**src/rtl/erase_seq_pkg.sv**
```systemverilog
// Package: shared types for the erase sequencer.
// Assumes: nothing beyond IEEE 1800-2017.
package erase_seq_pkg;
    typedef enum logic [1:0] {
        ST_IDLE  = 2'd0,
        ST_ISSUE = 2'd1,
        ST_WAIT  = 2'd2
    } seq_state_t;
endpackage

```
**src/rtl/erase_protect_mask.sv**
```systemverilog
// Module: erase_protect_mask
// Derives the erasable flag of every block from its lock bit and,
// for boot blocks, the write-protect input.
// Assumes: boot blocks occupy the lowest NUM_BOOT indices.
module erase_protect_mask #(
    parameter int NUM_BLOCKS = 8,
    parameter int NUM_BOOT   = 2
) (
    input  logic [NUM_BLOCKS-1:0] lock_i,
    input  logic                  wp_i,
    output logic [NUM_BLOCKS-1:0] erasable_o
);
    // one gate per block; boot blocks also see write-protect
    for (genvar b = 0; b < NUM_BLOCKS; b++) begin : g_blk
        if (b < NUM_BOOT) begin : g_boot
            assign erasable_o[b] = !lock_i[b] && !wp_i;
        end else begin : g_main
            assign erasable_o[b] = !lock_i[b];
        end
    end
endmodule

```
**src/rtl/erase_lowest_pick.sv**
```systemverilog
// Module: erase_lowest_pick
// Finds the lowest set bit of a vector and reports its index.
// Assumes: idx_o is meaningful only when any_o is high.
module erase_lowest_pick #(
    parameter int W     = 8,
    parameter int IDX_W = 3
) (
    input  logic [W-1:0]     vec_i,
    output logic             any_o,
    output logic [IDX_W-1:0] idx_o
);
    // scan downward so the lowest set bit wins
    always_comb begin
        any_o = |vec_i;
        idx_o = '0;
        for (int i = W - 1; i >= 0; i--) begin
            if (vec_i[i]) idx_o = IDX_W'(i);
        end
    end
endmodule

```
**src/rtl/erase_sequencer.sv**
```systemverilog
// Module: erase_sequencer (top)
// Walks all erasable blocks in ascending order. It raises one erase
// request at a time and waits for done or fail. A failure stops the
// run, and an empty erasable set gives a lock error.
// Assumes: start_i is sampled only when idle; done/fail are sampled
// only while a request is pending; the protection state is captured
// at the accepted start.
module erase_sequencer
    import erase_seq_pkg::*;
#(
    parameter int NUM_BLOCKS = 8,
    parameter int NUM_BOOT   = 2,
    localparam int IDX_W     = (NUM_BLOCKS > 1) ? $clog2(NUM_BLOCKS) : 1
) (
    input  logic                  clk,
    input  logic                  rst_n,
    input  logic                  start_i,
    input  logic                  wp_i,
    input  logic [NUM_BLOCKS-1:0] lock_i,
    output logic                  erase_req_o,
    output logic [IDX_W-1:0]      erase_blk_o,
    input  logic                  erase_done_i,
    input  logic                  erase_fail_i,
    output logic                  busy_o,
    output logic                  fin_o,
    output logic                  err_erase_o,
    output logic                  err_lock_o,
    output logic [IDX_W-1:0]      fail_idx_o
);
    seq_state_t              state;
    logic [NUM_BLOCKS-1:0]   pend;
    logic [NUM_BLOCKS-1:0]   erasable;
    logic                    pick_any;
    logic [IDX_W-1:0]        pick_idx;

    erase_protect_mask #(
        .NUM_BLOCKS (NUM_BLOCKS),
        .NUM_BOOT   (NUM_BOOT)
    ) u_mask (
        .lock_i     (lock_i),
        .wp_i       (wp_i),
        .erasable_o (erasable)
    );

    erase_lowest_pick #(
        .W     (NUM_BLOCKS),
        .IDX_W (IDX_W)
    ) u_pick (
        .vec_i (pend),
        .any_o (pick_any),
        .idx_o (pick_idx)
    );

    // run state machine: capture, issue, wait for handshake, finish
    always_ff @(posedge clk) begin
        if (!rst_n) begin
            state       <= ST_IDLE;
            pend        <= '0;
            erase_req_o <= 1'b0;
            erase_blk_o <= '0;
            busy_o      <= 1'b0;
            fin_o       <= 1'b0;
            err_erase_o <= 1'b0;
            err_lock_o  <= 1'b0;
            fail_idx_o  <= '0;
        end else begin
            case (state)
                ST_IDLE: begin
                    if (start_i) begin
                        fail_idx_o <= '0;
                        if (|erasable) begin
                            pend        <= erasable;
                            busy_o      <= 1'b1;
                            fin_o       <= 1'b0;
                            err_erase_o <= 1'b0;
                            err_lock_o  <= 1'b0;
                            state       <= ST_ISSUE;
                        end else begin
                            fin_o       <= 1'b1;
                            err_erase_o <= 1'b1;
                            err_lock_o  <= 1'b1;
                        end
                    end
                end
                ST_ISSUE: begin
                    if (pick_any) begin
                        erase_req_o <= 1'b1;
                        erase_blk_o <= pick_idx;
                        state       <= ST_WAIT;
                    end else begin
                        busy_o <= 1'b0;
                        fin_o  <= 1'b1;
                        state  <= ST_IDLE;
                    end
                end
                ST_WAIT: begin
                    if (erase_fail_i) begin
                        erase_req_o <= 1'b0;
                        busy_o      <= 1'b0;
                        fin_o       <= 1'b1;
                        err_erase_o <= 1'b1;
                        fail_idx_o  <= erase_blk_o;
                        pend        <= '0;
                        state       <= ST_IDLE;
                    end else if (erase_done_i) begin
                        erase_req_o       <= 1'b0;
                        pend[erase_blk_o] <= 1'b0;
                        state             <= ST_ISSUE;
                    end
                end
                default: state <= ST_IDLE;
            endcase
        end
    end
endmodule

```
**config.mk**
```make
export PLATFORM = sky130hd
export DESIGN_NAME = erase_sequencer
export DESIGN_NICKNAME = d
export VERILOG_FILES = /design/src/rtl/erase_seq_pkg.sv /design/src/rtl/erase_protect_mask.sv /design/src/rtl/erase_lowest_pick.sv /design/src/rtl/erase_sequencer.sv
export SDC_FILE = /design/constraint.sdc
export NUM_CORES = 1
export LEC_CHECK = 0
export ABC_CLOCK_PERIOD_IN_PS = 2100
export CAP_MARGIN = 10
export CORE_ASPECT_RATIO = 1.75
export CORE_MARGIN = 2
export CORE_UTILIZATION = 49
export CTS_BUF_LIST = sky130_fd_sc_hd__clkbuf_8 sky130_fd_sc_hd__clkbuf_16
export CTS_CLUSTER_DIAMETER = 40
export DETAILED_ROUTE_END_ITERATION = 8
export PLACE_DENSITY_LB_ADDON = 0.25
export SYNTH_ARGS = -nofsm -noshare
export SYNTH_HDL_FRONTEND = slang
export SYNTH_SLANG_ARGS = --single-unit
```
**constraint.sdc**
```tcl
create_clock -name clk -period 2.1 [get_ports clk]
set_clock_uncertainty 0.05 [all_clocks]
set_input_delay 0.315 -clock clk [delete_from_list [all_inputs] [get_ports clk]]
set_output_delay 0.315 -clock clk [all_outputs]
set_load 0.01 [all_outputs]
```
==> impl_metrics.ini <==
[setup_path]
crit_family = compound AO/OA/AOI/OAI gates
cp-start-kind = register
critPathKind = register to register
max_stage_delay_ns = 0.47
crit_arrival_ns = 1.95
crit_path_end_kind = register
worst_path_max_delay_cell = nor2b_1
required_ns = 2.25
crit_chain = inv_1 -> ha_1 -> nor2b_1 -> o21ai_0 -> a21boi_1 -> o21a_1
crit_fanout = 9
critPathBufInv = 1

[sta]
worst_pin_slew_ns = 0.510
tns_ns = 0
worst_slack_ns = 0.302
setup_viol = 0
hold_violations = 0
final_max_slew_viol_count = 0
timing.fmax_mhz = 556
rsz0062_at_grt = no
fin_crit_ns = 1.80
fin_crit_sh_pct = 85.6
slew_headroom_pct = 65.9

[global_route]
grt_overflow = 0
grt_pass1_wl_um = 4700
grt_pass1_vias = 1090
grt_start_max_net_pins = 12
antenna_found_initial = 0
grtUsageTotal_pct = 25.0

[final_layout]
antenna_cells = 0
seqCellArea_um2 = 420
layout_commonest_cell = clkdlybuf4s50_1
area_growth_pct = 28.6
nets = 185
drive_gt1_share_pct = 7.23
multi_input_area_um2 = 666
final_cell_mix = clkdlybuf4s50_1 (24), dfxtp_1 (21), nor2_1 (20), a21oi_1 (9), o21ai_0 (9)
fillerInstances = 181

[clocking]
clk_pin_slew_worst_paths_ns = 0.07
cts_buffers = 3
cts.repair_timing.setup_buffer_count = 0
cts_root_buf = clkbuf_8
cts_sinks = 21
post_cts_resized = 0
cts_max_level = 1
worstSkewPairLatency_ns = 0.25
cts_tree = built
cts_buffer_depth = 2
cts_hold_buffers = 0

[detailed_routing]
drcViolationCount = 0
post_drt_wl_per_cell_um = 14.8
dr.pass1.iters = 4
routed_wl_um = 2830
ant_nets = 0
num_vias = 1116
drt-initial-drc-count = 36
viasPerCell = 5.84

[synthesis]
muxShareOfSynthArea_pct = 1.76
yosys_warnings = 0
synth.net_count = 156
synth-simple-area-share_pct = 21.6
synth_edf_count = 0
async_flop_share_pct = 0
synthXorXnorAreaFrac_pct = 0
avgSynthCellArea_um2 = 8.22
synthAdderAreaFrac_pct = 4.41
ys_seq_area_share_pct = 37.0
syn-cell-area_mm2 = 0.00113
syn_inst = 138
synth_top_family_by_area = compound AO/OA/AOI/OAI gates
synthFlopType = dfxtp_1
ys_ff_latch = 21
ys_types = 36
synth_compound_area_share_pct = 30.9

[outcome]
outcome = completed

[floorplanning]
initial_core_util_pct = 50.6
row_count = 23
die_area_mm2 = 0.00273
ios = 25
die_h_um = 67.7
die_x_um = 40.4
core_area_mm2 = 0.00224

[power_and_ir_drop]
p_per_area_mw_per_mm2 = 851
p_sw_share_pct = 34.5
ir_worst_vdd_v = 0.000512
clkPwrFrac_pct = 20.3
power_switching_uw = 429
p_seq_share_pct = 41.2
combPwrFrac_pct = 38.6
intPower_uw = 813
cellLeakagePower_nw = 0.542

[worst_hold_path]
hold_class = register to register

[run]
drv_cap = 0

[placed_design]
dpl.hpwl_um = 2230
port_buffers = 24
gp_congestion = 0.930
place_ws_ns = 0.186
-- layout make-up --
type	count	share of cell area (%)
multi-input combinational	106	45.6
sequential	21	28.8
timing repair buffer	28	18.5
clock buffer	3	2.83
tap	25	2.14
inverter	7	1.80
clock inverter	1	0.257
-- metal layers --
| metal | vias to the layer above | wire (µm) | track usage (%) |
|---|---|---|---|
| met3 | 11 | 79 | 3.29 |
| li1 | 555 | - | - |
| met1 | 524 | 1050 | 25.5 |
| met2 | 26 | 1600 | 46.0 |
| met4 | 0 | 93 | 11.3 |
| met5 | - | 0 | 0 |
-- power groups by stage --
| stage | combinational (mW) | clock (mW) | sequential, mW |
|---|---|---|---|
| after floorplan | 0.310 | 0 | 0.520 |
| after global placement | 0.466 | 0 | 0.516 |
| after detailed placement | 0.478 | 0 | 0.520 |
| after CTS | 0.481 | 0.259 | 0.510 |
| after global routing | 0.532 | 0.275 | 0.518 |
| final | 0.479 | 0.252 | 0.511 |
-- tightest hold or removal path, delay by kind of cell (launching register included) --
kind	cells	cell delay [ns]
compound gates	1	0.05
flops	1	0.31
buf+inv	1	0.05
-- synth_stat cells (3+ instances only) --
library cell	count	area [µm²]
o31ai_1	4	30.0
clkbuf_1	3	11.3
nand2_1	7	26.3
inv_1	7	26.3
ha_1	4	50.1
nand2b_1	5	31.3
dfxtp_1	21	420
nor2_1	20	75.1
a21oi_1	9	45.0
o21ai_1	3	15.0
nand3_1	4	20.0
a21boi_1	5	37.5
a22oi_1	3	22.5
o21a_1	8	60.1
o21ai_0	9	45.0
-- metrics by stage --
step	hold WS, ns	cell area (µm²)	power, mW	utilization, %	instances
2_1_floorplan	0.407	1130	0.831	-	138
3_3_place_gp	0.396	1410	0.982	63.0	187
3_5_place_dp	0.400	1410	0.998	63.0	187
4_1_cts	0.414	1460	1.25	65.0	191
5_1_grt	0.432	1460	1.32	65.0	191
6_report	0.410	1460	1.24	65.0	191
-- state kept, by name, indices dropped and copies added, names as in the netlist --
signal,flops
busy_o,1
erase_blk_o,3
erase_req_o,1
err_erase_o,1
err_lock_o,1
fail_idx_o,3
fin_o,1
pend,8
state,2
-- logic make-up after synthesis --
kind of cell,after synthesis
AOI/OAI and AO/OA,52
and+or+nand+nor,48
DFF,21
buffers and inverters,11
adders and majority gates,4
muxes,2
-- path summary, 6_finish.rpt --
kind | end | slack (ns) | startpoint | depth (start not counted)
worst max-delay path | pend[1] | 0.30 | state[0] | 6
worst min-delay path | err_erase_o | 0.41 | err_erase_o | 2
worst min register to register | err_erase_o | 0.41 | err_erase_o | 2
worst max register to register | pend[1] | 0.30 | state[0] | 6
Note: power is estimated with default switching activity, not from simulation.
